## src/rtl/twi_pkg.sv

```systemverilog
package twi_pkg;
  localparam int unsigned BYTE_W = 8;
  localparam int unsigned R_CTRL = 0;
  localparam int unsigned R_STAT = 1;
  localparam int unsigned R_DATA = 2;

  typedef enum logic [2:0] {
    S_IDLE, S_ACQ, S_HOLD, S_BLO, S_BHI, S_ALO, S_AHI
  } seq_st_e;
endpackage

```

## src/rtl/twi_halfcnt.sv

```systemverilog
module twi_halfcnt #(
  parameter int unsigned HALF_CYC = 250
) (
  input  logic clk,
  input  logic rst,
  input  logic restart,
  output logic tick
);
  localparam int unsigned CW = $clog2(HALF_CYC) + 1;
  logic [CW-1:0] cnt;

  assign tick = (cnt == CW'(HALF_CYC - 1));

  always_ff @(posedge clk) begin
    if (rst || restart) cnt <= '0;
    else if (!tick) cnt <= cnt + CW'(1);
  end
endmodule

```

## src/rtl/twi_busmon.sv

```systemverilog
module twi_busmon (
  input  logic clk,
  input  logic rst,
  input  logic scl_in,
  input  logic sda_in,
  output logic busy
);
  logic scl_p, sda_p, start_c, stop_c;

  assign start_c = scl_p & scl_in & sda_p & ~sda_in;
  assign stop_c  = scl_p & scl_in & ~sda_p & sda_in;

  always_ff @(posedge clk) begin
    if (rst) begin
      scl_p <= 1'b1;
      sda_p <= 1'b1;
      busy  <= 1'b0;
    end else begin
      scl_p <= scl_in;
      sda_p <= sda_in;
      if (start_c) busy <= 1'b1;
      else if (stop_c) busy <= 1'b0;
    end
  end

  p_busy_set_r1: assert property (@(posedge clk) disable iff (rst) start_c |=> busy);
  p_busy_clr_r1: assert property (@(posedge clk) disable iff (rst) stop_c |=> !busy);
endmodule

```

## src/rtl/twi_seq.sv

```systemverilog
module twi_seq
  import twi_pkg::*;
#(
  parameter int unsigned HALF_CYC = 250
) (
  input  logic              clk,
  input  logic              rst,
  input  logic              go,
  input  logic              busy,
  input  logic              nack_ctl,
  input  logic              stall_en,
  input  logic              wr_go,
  input  logic [BYTE_W-1:0] wr_byte,
  input  logic              scl_in,
  input  logic              sda_in,
  output logic              scl_low,
  output logic              sda_low,
  output logic              ev_win,
  output logic              ev_err,
  output logic              ev_svc,
  output logic              ev_nack,
  output logic              ev_stall,
  output logic              ev_rx_end,
  output logic [BYTE_W-1:0] rx_byte
);
  localparam int unsigned BC_W = $clog2(BYTE_W);

  seq_st_e st, st_nx;
  logic scl_nx, sda_nx, rxm, rxm_nx, rd, rd_nx, tick;
  logic [BYTE_W-1:0] sh, sh_nx;
  logic [BC_W-1:0] bc, bc_nx;

  twi_halfcnt #(.HALF_CYC(HALF_CYC)) u_half (
    .clk(clk), .rst(rst), .restart(st_nx != st), .tick(tick)
  );

  assign rx_byte = sh;

  always_comb begin
    st_nx = st; scl_nx = scl_low; sda_nx = sda_low;
    sh_nx = sh; bc_nx = bc; rxm_nx = rxm; rd_nx = rd;
    ev_win = 1'b0; ev_err = 1'b0; ev_svc = 1'b0;
    ev_nack = 1'b0; ev_stall = 1'b0; ev_rx_end = 1'b0;
    case (st)
      S_IDLE: begin
        scl_nx = 1'b0; sda_nx = 1'b0;
        if (go && !busy) begin st_nx = S_ACQ; sda_nx = 1'b1; end
      end
      S_ACQ: begin
        if (!scl_in) ev_err = 1'b1;
        else if (tick) begin st_nx = S_HOLD; scl_nx = 1'b1; ev_win = 1'b1; ev_svc = 1'b1; end
      end
      S_HOLD: begin
        if (wr_go) begin
          sh_nx = wr_byte; rd_nx = wr_byte[0]; rxm_nx = 1'b0; bc_nx = '0;
          sda_nx = !wr_byte[BYTE_W-1]; st_nx = S_BLO;
        end
      end
      S_BLO: begin
        if (tick) begin scl_nx = 1'b0; st_nx = S_BHI; end
      end
      S_BHI: begin
        if (!scl_in) ev_err = 1'b1;
        else if (!rxm && !sda_low && !sda_in) ev_err = 1'b1;
        else if (tick) begin
          sh_nx  = {sh[BYTE_W-2:0], sda_in};
          scl_nx = 1'b1;
          bc_nx  = bc + BC_W'(1);
          if (bc == BC_W'(BYTE_W - 1)) begin
            st_nx  = S_ALO;
            sda_nx = rxm ? !nack_ctl : 1'b0;
          end else begin
            st_nx  = S_BLO;
            sda_nx = rxm ? 1'b0 : !sh[BYTE_W-2];
          end
        end
      end
      S_ALO: begin
        if (tick) begin scl_nx = 1'b0; st_nx = S_AHI; end
      end
      S_AHI: begin
        if (!scl_in) ev_err = 1'b1;
        else if (tick) begin
          scl_nx = 1'b1;
          sda_nx = 1'b0;
          st_nx  = S_HOLD;
          if (rxm) begin
            ev_rx_end = 1'b1;
            ev_svc    = 1'b1;
          end else begin
            ev_nack  = sda_in;
            ev_stall = !sda_in && stall_en;
            ev_svc   = !sda_in && !stall_en && !rd;
            if (!sda_in && !stall_en && rd) begin
              rxm_nx = 1'b1; bc_nx = '0; st_nx = S_BLO;
            end
          end
        end
      end
      default: st_nx = S_IDLE;
    endcase
    if (ev_err) begin
      st_nx = S_IDLE; scl_nx = 1'b0; sda_nx = 1'b0;
      ev_win = 1'b0; ev_svc = 1'b0;
    end
  end

  always_ff @(posedge clk) begin
    if (rst) begin
      st <= S_IDLE; scl_low <= 1'b0; sda_low <= 1'b0;
      sh <= '0; bc <= '0; rxm <= 1'b0; rd <= 1'b0;
    end else begin
      st <= st_nx; scl_low <= scl_nx; sda_low <= sda_nx;
      sh <= sh_nx; bc <= bc_nx; rxm <= rxm_nx; rd <= rd_nx;
    end
  end

  p_scl_conflict_r6: assert property (@(posedge clk) disable iff (rst)
    ((st == S_BHI || st == S_AHI || st == S_ACQ) && !scl_in) |=> (st == S_IDLE && !scl_low));
  p_addr_msb_r4: assert property (@(posedge clk) disable iff (rst)
    (st == S_HOLD && wr_go) |=> (sda_low == !$past(wr_byte[BYTE_W-1])));
endmodule

```

## src/rtl/twi_master_ctl.sv

```systemverilog
module twi_master_ctl
  import twi_pkg::*;
#(
  parameter int unsigned HALF_CYC = 250,
  parameter int unsigned AW       = 2
) (
  input  logic              clk,
  input  logic              rst,
  input  logic [AW-1:0]     reg_addr,
  input  logic              reg_we,
  input  logic [BYTE_W-1:0] reg_wdata,
  output logic [BYTE_W-1:0] reg_rdata,
  output logic              irq,
  input  logic              scl_in,
  input  logic              sda_in,
  output logic              scl_drive_low,
  output logic              sda_drive_low
);
  logic busy;
  logic ctrl_go, ctrl_ien, ctrl_rxnak, ctrl_stall;
  logic err_q, svc_q, nack_q, stl_q, master_q, addr_sent_q;
  logic [BYTE_W-1:0] rx_q, rx_byte;
  logic ev_win, ev_err, ev_svc, ev_nack, ev_stall, ev_rx_end;
  logic sel_ctrl, sel_stat, sel_data, wr_go;
  logic [3:0] w1c;

  assign sel_ctrl = reg_addr == AW'(R_CTRL);
  assign sel_stat = reg_addr == AW'(R_STAT);
  assign sel_data = reg_addr == AW'(R_DATA);
  assign wr_go    = reg_we && sel_data && master_q && svc_q && !addr_sent_q;
  assign w1c      = (reg_we && sel_stat) ? reg_wdata[3:0] : 4'b0000;

  twi_busmon u_mon (
    .clk(clk), .rst(rst), .scl_in(scl_in), .sda_in(sda_in), .busy(busy)
  );

  twi_seq #(.HALF_CYC(HALF_CYC)) u_seq (
    .clk(clk), .rst(rst), .go(ctrl_go), .busy(busy), .nack_ctl(ctrl_rxnak),
    .stall_en(ctrl_stall), .wr_go(wr_go), .wr_byte(reg_wdata),
    .scl_in(scl_in), .sda_in(sda_in),
    .scl_low(scl_drive_low), .sda_low(sda_drive_low),
    .ev_win(ev_win), .ev_err(ev_err), .ev_svc(ev_svc), .ev_nack(ev_nack),
    .ev_stall(ev_stall), .ev_rx_end(ev_rx_end), .rx_byte(rx_byte)
  );

  always_ff @(posedge clk) begin
    if (rst) begin
      ctrl_go <= 1'b0; ctrl_ien <= 1'b0; ctrl_rxnak <= 1'b0; ctrl_stall <= 1'b0;
    end else begin
      if (reg_we && sel_ctrl) begin
        ctrl_go    <= reg_wdata[0];
        ctrl_ien   <= reg_wdata[1];
        ctrl_rxnak <= reg_wdata[2];
        ctrl_stall <= reg_wdata[3];
      end
      if (ev_win || ev_err) ctrl_go <= 1'b0;
    end
  end

  always_ff @(posedge clk) begin
    if (rst) begin
      err_q <= 1'b0; svc_q <= 1'b0; nack_q <= 1'b0; stl_q <= 1'b0;
      master_q <= 1'b0; addr_sent_q <= 1'b0; rx_q <= '0; irq <= 1'b0;
    end else begin
      err_q  <= (err_q & ~w1c[0]) | ev_err;
      svc_q  <= (svc_q & ~w1c[1] & ~wr_go & ~ev_err) | ev_svc;
      nack_q <= (nack_q & ~w1c[2]) | ev_nack;
      stl_q  <= (stl_q & ~w1c[3]) | ev_stall;
      if (ev_err) master_q <= 1'b0;
      else if (ev_win) master_q <= 1'b1;
      if (ev_err || ev_win) addr_sent_q <= 1'b0;
      else if (wr_go) addr_sent_q <= 1'b1;
      if (ev_rx_end) rx_q <= rx_byte;
      irq <= ctrl_ien & (err_q | svc_q | nack_q | stl_q);
    end
  end

  always_ff @(posedge clk) begin
    if (rst) reg_rdata <= '0;
    else if (sel_ctrl) reg_rdata <= {4'b0000, ctrl_stall, ctrl_rxnak, ctrl_ien, ctrl_go};
    else if (sel_stat) reg_rdata <= {2'b00, busy, master_q, stl_q, nack_q, svc_q, err_q};
    else if (sel_data) reg_rdata <= rx_q;
    else reg_rdata <= '0;
  end

  p_acq_free_r1: assert property (@(posedge clk) disable iff (rst)
    ($rose(sda_drive_low) && !master_q) |-> !$past(busy));
  p_go_clear_r2: assert property (@(posedge clk) disable iff (rst)
    $rose(master_q) |-> !ctrl_go);
  p_svc_hold_r2: assert property (@(posedge clk) disable iff (rst)
    (master_q && svc_q) |-> scl_drive_low);
  p_stall_hold_r7: assert property (@(posedge clk) disable iff (rst)
    (master_q && stl_q) |-> scl_drive_low);
  p_err_drop_r6: assert property (@(posedge clk) disable iff (rst)
    ev_err |=> (!master_q && !scl_drive_low && !sda_drive_low));
  p_irq_off_r10: assert property (@(posedge clk) disable iff (rst)
    (!ctrl_ien && $past(!ctrl_ien)) |-> !irq);
  p_w1c_r11: assert property (@(posedge clk) disable iff (rst)
    (reg_we && sel_stat && reg_wdata[0] && !ev_err) |=> !err_q);
endmodule

```

## config.mk

```make
export PLATFORM = sky130hd
export DESIGN_NAME = twi_master_ctl
export DESIGN_NICKNAME = d
export VERILOG_FILES = /design/src/rtl/twi_pkg.sv /design/src/rtl/twi_halfcnt.sv /design/src/rtl/twi_busmon.sv /design/src/rtl/twi_seq.sv /design/src/rtl/twi_master_ctl.sv
export SDC_FILE = /design/constraint.sdc
export NUM_CORES = 1
export LEC_CHECK = 0
export CAP_MARGIN = 20
export CORE_UTILIZATION = 30
export CTS_BUF_LIST = sky130_fd_sc_hd__clkbuf_8
export CTS_CLUSTER_SIZE = 20
export DETAILED_ROUTE_END_ITERATION = 7
export GPL_ROUTABILITY_DRIVEN = 0
export PLACE_DENSITY = 0.58
export SYNTH_ARGS = -nofsm -noshare
export SYNTH_HDL_FRONTEND = slang
export SYNTH_HIERARCHICAL = 1
export SYNTH_SLANG_ARGS = --single-unit
```

## constraint.sdc

```tcl
create_clock -name clk -period 7.15 [get_ports clk]
set_clock_uncertainty 0.1 [all_clocks]
set_input_delay 2.145 -clock clk [delete_from_list [all_inputs] [get_ports clk]]
set_output_delay 2.145 -clock clk [all_outputs]
set_load 0.02 [all_outputs]
```

# Word-level counts from Yosys, hierarchy flattened
# Cells that the tools add are included.
[word_totals]
out_inout_bits = 11
input_bits = 15
ff_bits = 57
[op_classes]
n_reduce_logical = 45
add_sub_neg = 2
mux = 83
n_eq_ne = 21
n_bitwise = 28
[op_table]
columns = ["cell", "n"]
rows = [
  ["$mux W3", 22],
  ["$mux W1", 45],
  ["$mux W8", 4],
  ["$pmux W3 S7", 1],
  ["$pmux W8 S2", 1],
  ["$logic_and A1 B1 Y1", 13],
  ["$and A1 B1 Y1", 12],
  ["$eq A3 B3 Y1 const B", 4],
  ["$mux W6", 2],
  ["$logic_not A1 Y1", 10],
  ["$ne A2 B1 Y1 const B", 5],
  ["$ne A2 B2 Y1 const B", 5],
  ["$reduce_and A5 Y1", 2],
  ["$reduce_or A2 Y1", 5],
  ["$add A9 B1 Y9 const B", 1],
  ["$eq A9 B8 Y1 const B", 1],
  ["$not A1 Y1", 9],
  ["$pmux W3 S3", 1],
  ["$reduce_and A9 Y1", 1],
  ["$mux W4", 2],
  ["$pmux W1 S4", 2],
  ["$reduce_bool A4 Y1", 2],
  ["$or A1 B1 Y1", 7],
  ["$reduce_and A7 Y1", 1],
  ["15 further kinds", 21],
]

# Longest topological paths before layout
# Gate-level depths: netlist of the first run.
[logic_depth]
depth_word = 11
mapped_depth = 14
mapped_depth_nobuf = 12

# By module
# The synthesis of the first run kept the hierarchy.
[modules_own_cells]
columns = ["mod", "area_each_um2", "instances", "cells_each"]
rows = [
  ["twi_seq", 1209.9, 1, 150],
  ["twi_master_ctl", 1038.5, 1, 100],
  ["twi_halfcnt", 432.9, 1, 49],
  ["twi_busmon", 100.1, 1, 10],
]

# Least setup slack after synthesis of the first run
# Ideal clock, no wire load.
[synth_timing]
path_type = "input to register"
start = "input reg_addr[0]"
end = "register u_seq.u_half.cnt[2]"
path_slack_ns = 3.118
t_arrival_ns = 3.806
n_path_buf = 2
setup_time_ns = 0.126
stages = 11
cell_sequence = "buf_6 -> nand2b_1 -> nor2_1 -> and2_1 -> o21ai_0 -> nand4_1 -> o21bai_1 -> a211oi_1 -> or2_2 -> clkbuf_1 -> o31ai_1"
[synth_via]
elab_chain_len = 10
[synth_rtl]
columns = ["element", "line", "rtl"]
rows = [
  ["start: declaration", "twi_master_ctl.sv:9", "input logic [AW-1:0] reg_addr,"],
  ["$eq A2 B2 Y1", "twi_master_ctl.sv:29", "assign sel_data = reg_addr == AW'(R_DATA);"],
  ["$logic_and A1 B1 Y1 (4 in a row)", "twi_master_ctl.sv:30", "assign wr_go = reg_we && sel_data && master_q && svc_q && !addr_sent_q;"],
  ["named net wr_go", "twi_master_ctl.sv:24", "logic sel_ctrl, sel_stat, sel_data, wr_go;"],
  ["$mux W3", "twi_seq.sv:54", "if (wr_go) begin"],
  ["$pmux W3 S7", "twi_seq.sv:44", "case (st)"],
  ["$mux W3", "twi_seq.sv:102", "if (ev_err) begin"],
  ["$ne A3 B3 Y1", "twi_seq.sv:34", ".clk(clk), .rst(rst), .restart(st_nx != st), .tick(tick)"],
  ["$logic_or A1 B1 Y1", "twi_halfcnt.sv:15", "if (rst || restart) cnt <= '0;"],
  ["end signal: assignment", "twi_halfcnt.sv:16", "else if (!tick) cnt <= cnt + CW'(1);"],
  ["end: declaration", "twi_halfcnt.sv:10", "logic [CW-1:0] cnt;"],
]
# The timed path passes the listed nets, and every way through them passes these cells.
# A chain may end at the register's enable or synchronous reset.

# Worst setup path after layout of the first run
[layout_timing]
start = "input reg_addr[0]"
end = "register u_seq.u_half.cnt[1]"
# The elaborated chain is that of the path after synthesis.

==> impl_metrics.tcl, run 1 <==
set metrics [dict create \
    end_kind "flop" \
    hpwl_mm 4.33 \
    postCtsHoldBufs 0 \
    drc 4 \
    coreArea_mm2 0.00885 \
    switching_share_pct 22.4 \
    powerDensity_mw_per_mm2 213 \
    yosysSeqAreaShare_pct 41.0 \
    critPathKind "input pin to flop" \
    ys_async_sr_fraction_pct 0 \
    synth_edf_count 0 \
    cp.required_ns 7.30 \
    combPwrFrac_pct 6.1 \
    final.setup.tns_ns 0 \
    setup_viol_count_final 0 \
    cts.reportedPaths.clkPinSlew_ns 0.07 \
    clock_sinks 57 \
    pwr-share-seq_pct 46.7 \
    syn_avg_cell_area_um2 9.00 \
    wire_per_inst_um 14.4 \
    min_from "addr_sent_q$_SDFFE_PP0P_" \
    slew_headroom_pct 29.9 \
    first_iter_violations 164 \
    reg2reg_from "u_seq/u_half/cnt[0]$_SDFFE_PP0P_" \
    clkLatencyLatePin_ns 0.33 \
    die_w_um 98.3 \
    grt.busiest_layer "met2" \
    clock_power_share_pct 47.2 \
    rows 34 \
    cts_tree "built" \
    ir_drop_mv 0.103 \
    rsz0062_at_grt "false" \
    firstDrtPassIters 6 \
    p_sw_mw 0.158 \
    vias 2282 \
    tightest_slew_ns 1.05 \
    critPathLaunchType "input pin" \
    period_share_pct 63.3 \
    syn_inst 309 \
    globalRouteMet3Util_pct 4.15 \
    ys_ff_latch 57 \
    hold_viol 0 \
    p_leak_nw 1.14 \
    htreeDepth 3 \
    max_cap_violations 0 \
    grt_antenna_before_repair 0 \
    io_pins 26 \
    holdPathStages 1 \
    vias_per_cell 5.19 \
    critPathLaunch "reg_addr[0]" \
    ys.flop_type "dfxtp_1" \
    start_util_pct 31.4 \
    netlist_top_cells_area "dfxtp_1 41%, mux2i_1 9.0%, nor2_1 5.7%, o21ai_0 2.9%, nor3b_1 2.7%" \
    syn_nets 328 \
    met2_usage_pct 22.9 \
    area_growth_pct 18.7 \
    whs_endpoint "addr_sent_q$_SDFFE_PP0P_" \
    stdcell_count 440 \
    crit_arrival_ns 4.68 \
    outcome "complete, but fails checks" \
    ys_warn_count 6 \
    numPortBuffers 25 \
    violations "DRC" \
    root_buffer "clkbuf_8" \
    p_int_mw 0.546 \
    drive_above_1_share_pct 9.04 \
    post_cts_buffers 0 \
    setup.reg_to_reg.worst_slack_ns 3.90 \
    track_usage_pct 14.0 \
    fmax_mhz 221 \
    nets 346 \
    finalCriticalPeriod_ns 4.53 \
    cp_max_fo 11 \
    reg2reg_to "u_seq/u_half/cnt[1]$_SDFFE_PP0P_" \
    grt_first_pass_wirelength_mm 10.8 \
    final_max_slew_viol_count 0 \
    cts_inserted_buffers 9 \
    drtAntennaViolNets 0 \
    antennaDiodeCount 0 \
    placed_cells 424 \
    grt_pass1_vias 2254 \
    grtUsageMet1_pct 17.5 \
    r2r_cells 10 \
    die_height_um 98.3 \
    synth_top_area_cell "dfxtp_1" \
    grt-ovfl-total 0 \
    grt_max_degree 48 \
    synth_top_cell_area_share_pct 41.0 \
    die_area_mm2 0.00966 \
    netlist_area_mm2 0.00278 \
    hp-class "flop to flop" \
    synth.distinct_cells 57 \
    wirelength_mm 6.32 \
    clock_path_buffers 2 \
    cts_resized 0 \
]
-- cell usage in the layout, fill, tap and decap left out, types with 3 or more instances in the layout --
master / n
a211oi_1: 8
a21oi_1: 12
a2bb2oi_1: 4
a31oi_1: 4
clkbuf_8: 10
clkdlybuf4s50_1: 25
dfxtp_1: 57
ha_1: 4
inv_1: 9
mux2i_1: 25
nand2_1: 10
nand2b_1: 4
nand3_1: 8
nand4b_1: 5
nor2_1: 42
nor2b_1: 4
nor3_1: 13
nor3b_1: 9
nor4_1: 3
o21ai_0: 16
or3_1: 6
-- synth_stat cells, types with 2 or more instances --
master,count
or2_1,2
nor3_1,13
nor3b_1,10
a31oi_1,4
a22oi_1,2
buf_6,3
o211a_1,2
a21oi_1,12
mux2i_1,25
nand2_1,10
a211oi_2,2
nand3_1,8
dfxtp_1,57
o21bai_1,2
o31ai_1,2
a22o_1,2
o21a_1,2
nand2b_1,4
ha_1,4
nor4_1,4
or3_1,6
clkbuf_1,7
o21ai_0,16
and3_1,2
nand4_1,2
nor2b_1,4
a2bb2oi_1,4
or2_2,2
inv_1,8
a211oi_1,8
o2111ai_1,2
nand4b_1,5
buf_2,8
nor2_1,42
-- power by group through the flow --
stage	Sequential, mW	Combinational [mW]	Clock [mW]
6_report	0.329	0.0430	0.332
5_1_grt	0.329	0.0478	0.355
4_1_cts	0.329	0.0432	0.341
3_5_place_dp	0.336	0.0428	0
3_3_place_gp	0.336	0.0427	0
2_1_floorplan	0.334	0.0273	0
-- how the worst max path moves through the flow --
stage	to	slack, ns	depth (start not counted)
after floorplan	u_seq/u_half/cnt[2]$_SDFFE_PP0P_	3.12	11
after global placement	u_seq/u_half/cnt[2]$_SDFFE_PP0P_	2.34	10
after detailed placement	u_seq/u_half/cnt[2]$_SDFFE_PP0P_	2.27	10
after CTS	u_seq/u_half/cnt[1]$_SDFFE_PP0P_	2.64	10
after global routing	u_seq/u_half/cnt[1]$_SDFFE_PP0P_	2.34	10
final	u_seq/u_half/cnt[1]$_SDFFE_PP0P_	2.62	10
-- sequential cells by signal, summed over array words and instances (netlist names), 3 cells and up --
| signal | count |
|---|---|
| u_seq/rx_byte | 8 |
| reg_rdata | 8 |
| rx_q | 8 |
| u_seq/st | 3 |
| u_seq/bc | 3 |
| u_seq/u_half/cnt | 9 |
-- critical path: stages --
cell	delay (ns)
clkdlybuf4s50_1	0.77
nand2b_1	0.23
nor2_1	0.13
and2_1	0.17
o21ai_0	0.16
nand4_1	0.15
nor4_1	0.20
a211oi_1	0.09
or2_2	0.40
nor3b_1	0.23
-- final cells by class --
| cell class | count | area, um^2 |
|---|---|---|
| clock buffer | 10 | 138 |
| clock inverter | 6 | 82.6 |
| fill | 898 | 5550 |
| inverter | 8 | 30.0 |
| multi-input combinational | 224 | 1510 |
| sequential | 57 | 1140 |
| tap | 108 | 135 |
| timing repair buffer | 27 | 265 |
-- per-stage QoR --
step	total power, mW	utilization [%]	hold slack, ns	cell area [um^2]	setup WS, ns
floorplan	0.361	-	0.332	2780	3.12
global placement	0.378	34.8	0.345	3080	2.34
detailed placement	0.379	34.8	0.363	3080	2.27
CTS	0.713	37.3	0.375	3300	2.64
global route	0.733	37.3	0.386	3300	2.34
finish	0.704	37.3	0.375	3300	2.62
-- metal layers --
| metal | vias to the layer above | share of wire (%) |
|---|---|---|
| met2 | 59 | 46 |
| met1 | 1052 | 47 |
| met5 | - | 0 |
| li1 | 1162 | - |
| met3 | 9 | 4.9 |
| met4 | 0 | 1.4 |
-- cells by family (layout without fill, tap and decap cells) --
group	count (synthesis)	count (layout)	share of synthesized area [%]
AOI/OAI and AO/OA	68	68	17.0
DFF	57	57	41.0
xor gates and xnor gates	2	2	0.630
and+or+nand+nor	124	124	25.0
muxes	26	26	9.40
buffers and inverters	28	51	5.08
adders and majority gates	4	4	1.80
No activity file was read; power rests on OpenSTA's default activity.
==> run 2, diff against run 1 <==
==> constraint.sdc (replaced) <==
create_clock -name clk -period 4.72 [get_ports clk]
set_clock_uncertainty 0.1 [all_clocks]
set_input_delay 1.416 -clock clk [delete_from_list [all_inputs] [get_ports clk]]
set_output_delay 1.416 -clock clk [all_outputs]
set_load 0.02 [all_outputs]
==> impl_metrics.tcl, run 2 (synthesis results as in run 1) <==
set metrics [dict create \
    hp-class "flop to flop" \
    tightest_slew_ns 0.743 \
    drc 0 \
    outcome "complete, no violations" \
    grt_max_degree 37 \
    rows 34 \
    multiInputGateArea_mm2 0.00151 \
    antennaDiodeCount 0 \
    dpl-instance-area_mm2 0.00310 \
    grt.busiest_layer "met2" \
    final_max_slew_viol_count 0 \
    cts_inserted_buffers 9 \
    clock_sinks 57 \
    coreArea_mm2 0.00885 \
    die_height_um 98.3 \
    r2r_cells 10 \
    setup_viol_count_final 0 \
    reg2reg_to "u_seq/u_half/cnt[2]$_SDFFE_PP0P_" \
    final_cell_mix "57 x dfxtp_1, 42 x nor2_1, 25 x mux2i_1, 25 x clkdlybuf4s50_1, 16 x o21ai_0" \
    max_cap_violations 0 \
    nets 348 \
    globalRouteMet3Util_pct 4.37 \
    vias 2326 \
    post_cts_buffers 0 \
    io_pins 26 \
    first_iter_violations 118 \
    ir_drop_mv 0.115 \
    firstDrtPassIters 6 \
    root_buffer "clkbuf_8" \
    cts_tree "built" \
    critPathLaunch "reg_addr[1]" \
    postLayoutCellArea_mm2 0.00332 \
    grt_antenna_before_repair 0 \
    finalCriticalPeriod_ns 3.66 \
    postCtsHoldBufs 0 \
    clock_path_buffers 2 \
    p_leak_nw 1.14 \
    cts.reportedPaths.clkPinSlew_ns 0.07 \
    cts_resized 0 \
    rsz0062_at_grt "false" \
    hpwl_mm 4.58 \
    largest_reg_flops 9 \
    track_usage_pct 14.1 \
    cp_max_fo 11 \
    htreeDepth 3 \
    powerDensity_mw_per_mm2 321 \
    grtUsageMet1_pct 17.4 \
    critPathLaunchType "input pin" \
    min_from "addr_sent_q$_SDFFE_PP0P_" \
    crit_arrival_ns 3.79 \
    critPathKind "input pin to flop" \
    crit_path_end "u_seq/u_half/cnt[2]$_SDFFE_PP0P_" \
    period_share_pct 77.6 \
    cp.required_ns 4.85 \
    regMostFlops "u_seq/u_half/cnt" \
    drive_above_1_share_pct 9.88 \
    final_common_cell "dfxtp_1" \
    drtAntennaViolNets 0 \
    die_w_um 98.3 \
    register_area_mm2 0.00114 \
    slew_headroom_pct 50.4 \
    reg2reg_from "u_seq/u_half/cnt[0]$_SDFFE_PP0P_" \
    met2_usage_pct 23.9 \
    fill_cells 932 \
    final.setup.tns_ns 0 \
    grt-ovfl-total 0 \
    grt_first_pass_wirelength_mm 10.7 \
    fmax_mhz 273 \
    clkLatencyLatePin_ns 0.34 \
    area_growth_pct 19.4 \
    hold_viol 0 \
    wirelength_mm 6.58 \
    die_area_mm2 0.00966 \
    setup.reg_to_reg.worst_slack_ns 1.43 \
    end_kind "flop" \
    finalPower_mw 1.07 \
    vias_per_cell 5.26 \
    start_util_pct 31.4 \
    numPortBuffers 25 \
    grt_pass1_vias 2200 \
    wire_per_inst_um 14.9 \
]
run 2: changes by cell type in the layout (fill, tap and decap cells not counted), sizes merged:
cell,delta
buf,+2
clkinvlp,+1
clkinv,-2
bufinv,-1
inv,-1
clkbuf,+3
run 2: worst max-delay path, cell delays in order:
cell	delay [ns]
clkdlybuf4s50_1	0.69
nand2b_1	0.17
nor2_1	0.38
and2_1	0.18
o21ai_0	0.08
nand4_1	0.15
o21bai_1	0.08
a211oi_1	0.28
or2_2	0.27
o31ai_1	0.09
run 2: layout make-up:
type,count,area share [%]
clock buffer,13,5.39
clock inverter,3,1.39
inverter,8,0.904
multi-input combinational,224,45.5
sequential,57,34.4
tap,108,4.07
timing repair buffer,29,8.44
run 2: per-stage QoR:
stage	cells	hold WS, ns	util, %	worst slack [ns]
after global placement	426	0.349	35.0	0.770
final	442	0.356	37.5	1.06
after detailed placement	426	0.344	35.0	0.726
after CTS	442	0.359	37.5	1.07
after global routing	442	0.392	37.5	0.839
after floorplan	309	0.332	-	1.42
run 2: how the worst min path moves through the flow:
stage	to	slack [ns]	cells after the start
detailed placement	addr_sent_q$_SDFFE_PP0P_	0.34	1
floorplan	addr_sent_q$_SDFFE_PP0P_	0.33	1
global route	addr_sent_q$_SDFFE_PP0P_	0.39	1
global placement	addr_sent_q$_SDFFE_PP0P_	0.35	1
finish	addr_sent_q$_SDFFE_PP0P_	0.36	1
CTS	addr_sent_q$_SDFFE_PP0P_	0.36	1
run 2: routing by layer:
metal / part of all wire, % / up-vias
met5: 0 / -
met4: 0.99 / 0
met3: 4.6 / 6
met2: 47 / 59
met1: 47 / 1099
li1: - / 1162
run 2: power by group:
group / switching [mW] / internal, mW / total [mW]
Sequential: 0.00990 / 0.488 / 0.498
Combinational: 0.0351 / 0.0308 / 0.0659
Clock: 0.199 / 0.302 / 0.501
==> run 3, diff against run 2 <==
==> constraint.sdc (replaced) <==
create_clock -name clk -period 3.45 [get_ports clk]
set_clock_uncertainty 0.1 [all_clocks]
set_input_delay 1.035 -clock clk [delete_from_list [all_inputs] [get_ports clk]]
set_output_delay 1.035 -clock clk [all_outputs]
set_load 0.02 [all_outputs]
==> impl_metrics.tcl, run 3 (synthesis results as in run 1) <==
set metrics [dict create \
    finalCriticalPeriod_ns 3.07 \
    antennaDiodeCount 0 \
    largest_reg_flops 9 \
    max_cap_violations 0 \
    clock_path_buffers 2 \
    postCtsHoldBufs 0 \
    regMostFlops "u_seq/u_half/cnt" \
    ir_drop_mv 0.158 \
    setup_viol_count_final 0 \
    numPortBuffers 25 \
    fin_util_pct 38.0 \
    rsz0062_at_grt "false" \
    stdcell_count 451 \
    clkLatencyLatePin_ns 0.34 \
    met2_usage_pct 22.7 \
    cp.required_ns 3.61 \
    final_cell_mix "57 x dfxtp_1, 42 x nor2_1, 25 x mux2i_1, 25 x clkdlybuf4s50_1, 16 x o21ai_0" \
    reg2reg_from "u_seq/u_half/cnt[0]$_SDFFE_PP0P_" \
    outcome "complete, no violations" \
    fin_ws_ns 0.378 \
    fmax_mhz 326 \
    fill_cells 922 \
    hpwl_mm 4.73 \
    powerDensity_mw_per_mm2 408 \
    hp-class "flop to flop" \
    rows 34 \
    min_from "addr_sent_q$_SDFFE_PP0P_" \
    vias_per_cell 5.26 \
    firstDrtPassIters 6 \
    final_common_cell "dfxtp_1" \
    grt.busiest_layer "met2" \
    first_iter_violations 158 \
    drive_above_1_share_pct 12.2 \
    nets 359 \
    cp_max_fo 9 \
    cts.reportedPaths.clkPinSlew_ns 0.06 \
    start_util_pct 31.4 \
    cts_tree "built" \
    wire_per_inst_um 14.5 \
    switching_share_pct 23.1 \
    root_buffer "clkbuf_8" \
    clock_power_share_pct 43.3 \
    p_leak_nw 1.18 \
    final.setup.tns_ns 0 \
    critPathKind "input pin to flop" \
    p_int_mw 1.06 \
    die_w_um 98.3 \
    setup.reg_to_reg.worst_slack_ns 0.45 \
    grtUsageMet1_pct 18.8 \
    grt_antenna_before_repair 0 \
    final_max_slew_viol_count 0 \
    period_share_pct 89.0 \
    io_pins 26 \
    area_growth_pct 20.9 \
    track_usage_pct 14.6 \
    cts_resized 0 \
    grt_pass1_vias 2291 \
    critPathLaunch "sda_in" \
    slew_headroom_pct 50.5 \
    p_sw_mw 0.316 \
    placed_cells 437 \
    post_cts_buffers 0 \
    grt_max_degree 25 \
    combPwrFrac_pct 7.0 \
    wirelength_mm 6.53 \
    drc 0 \
    vias 2372 \
    end_kind "flop" \
    pwr-share-seq_pct 49.7 \
    die_area_mm2 0.00966 \
    clock_sinks 57 \
    critPathLaunchType "input pin" \
    cts_inserted_buffers 9 \
    dp_slack_ns 0.0537 \
    tightest_slew_ns 0.741 \
    grt_first_pass_wirelength_mm 11.2 \
    drtAntennaViolNets 0 \
    crit_arrival_ns 3.23 \
    grt-ovfl-total 0 \
    coreArea_mm2 0.00885 \
    die_height_um 98.3 \
    hold_viol 0 \
    htreeDepth 3 \
    globalRouteMet3Util_pct 3.22 \
]
-- run 3: cell types whose count changed in the layout (fill, tap and decap cells not counted), sizes merged --
cell / delta
buf: +11
clkbuf: -3
clkinv: +2
clkinvlp: -1
-- run 3: routing by layer --
| metal | wire, um | vias to the layer above |
|---|---|---|
| met3 | 320 | 11 |
| met1 | 3110 | 1123 |
| met4 | 147 | 0 |
| met5 | 0 | - |
| met2 | 2950 | 54 |
| li1 | - | 1184 |
-- run 3: cell type report --
type | instances | area [um^2] | area share [%]
repair buffers | 40 | 363 | 10.8
multi-input cells | 224 | 1510 | 44.9
inverters | 8 | 30.0 | 0.893
well taps | 108 | 135 | 4.02
flip-flops and latches | 57 | 1140 | 33.9
clock buffers | 10 | 138 | 4.09
clock inverters | 4 | 45.0 | 1.34
-- run 3: final timing paths --
kind,endpoint,cells past startpoint
max,u_seq/u_half/cnt[1]$_SDFFE_PP0P_,8
min,addr_sent_q$_SDFFE_PP0P_,1
min reg2reg,addr_sent_q$_SDFFE_PP0P_,1
max reg2reg,u_seq/u_half/cnt[1]$_SDFFE_PP0P_,10
-- run 3: per-stage QoR --
step	power, mW	hold slack, ns	cell area (um^2)
after floorplan	0.748	0.332	2780
after global placement	0.791	0.346	3180
after detailed placement	0.793	0.346	3180
after CTS	1.39	0.362	3360
after global routing	1.43	0.399	3360
final	1.37	0.357	3360
-- run 3: worst max-delay path, stage by stage --
cell and delay, ns:
clkdlybuf4s50_1 0.57, nor3_1 0.08, or3_1 0.40, a32o_1 0.27, o21bai_1 0.14, a211oi_1 0.10, or2_2 0.40, nor3b_1 0.23
-- run 3: power by group through the flow --
stage	clock (mW)	combinational, mW	sequential [mW]
6_report	0.594	0.0963	0.682
2_1_floorplan	0	0.0565	0.692
5_1_grt	0.640	0.107	0.684
3_5_place_dp	0	0.0964	0.696
3_3_place_gp	0	0.0954	0.696
4_1_cts	0.611	0.0972	0.682
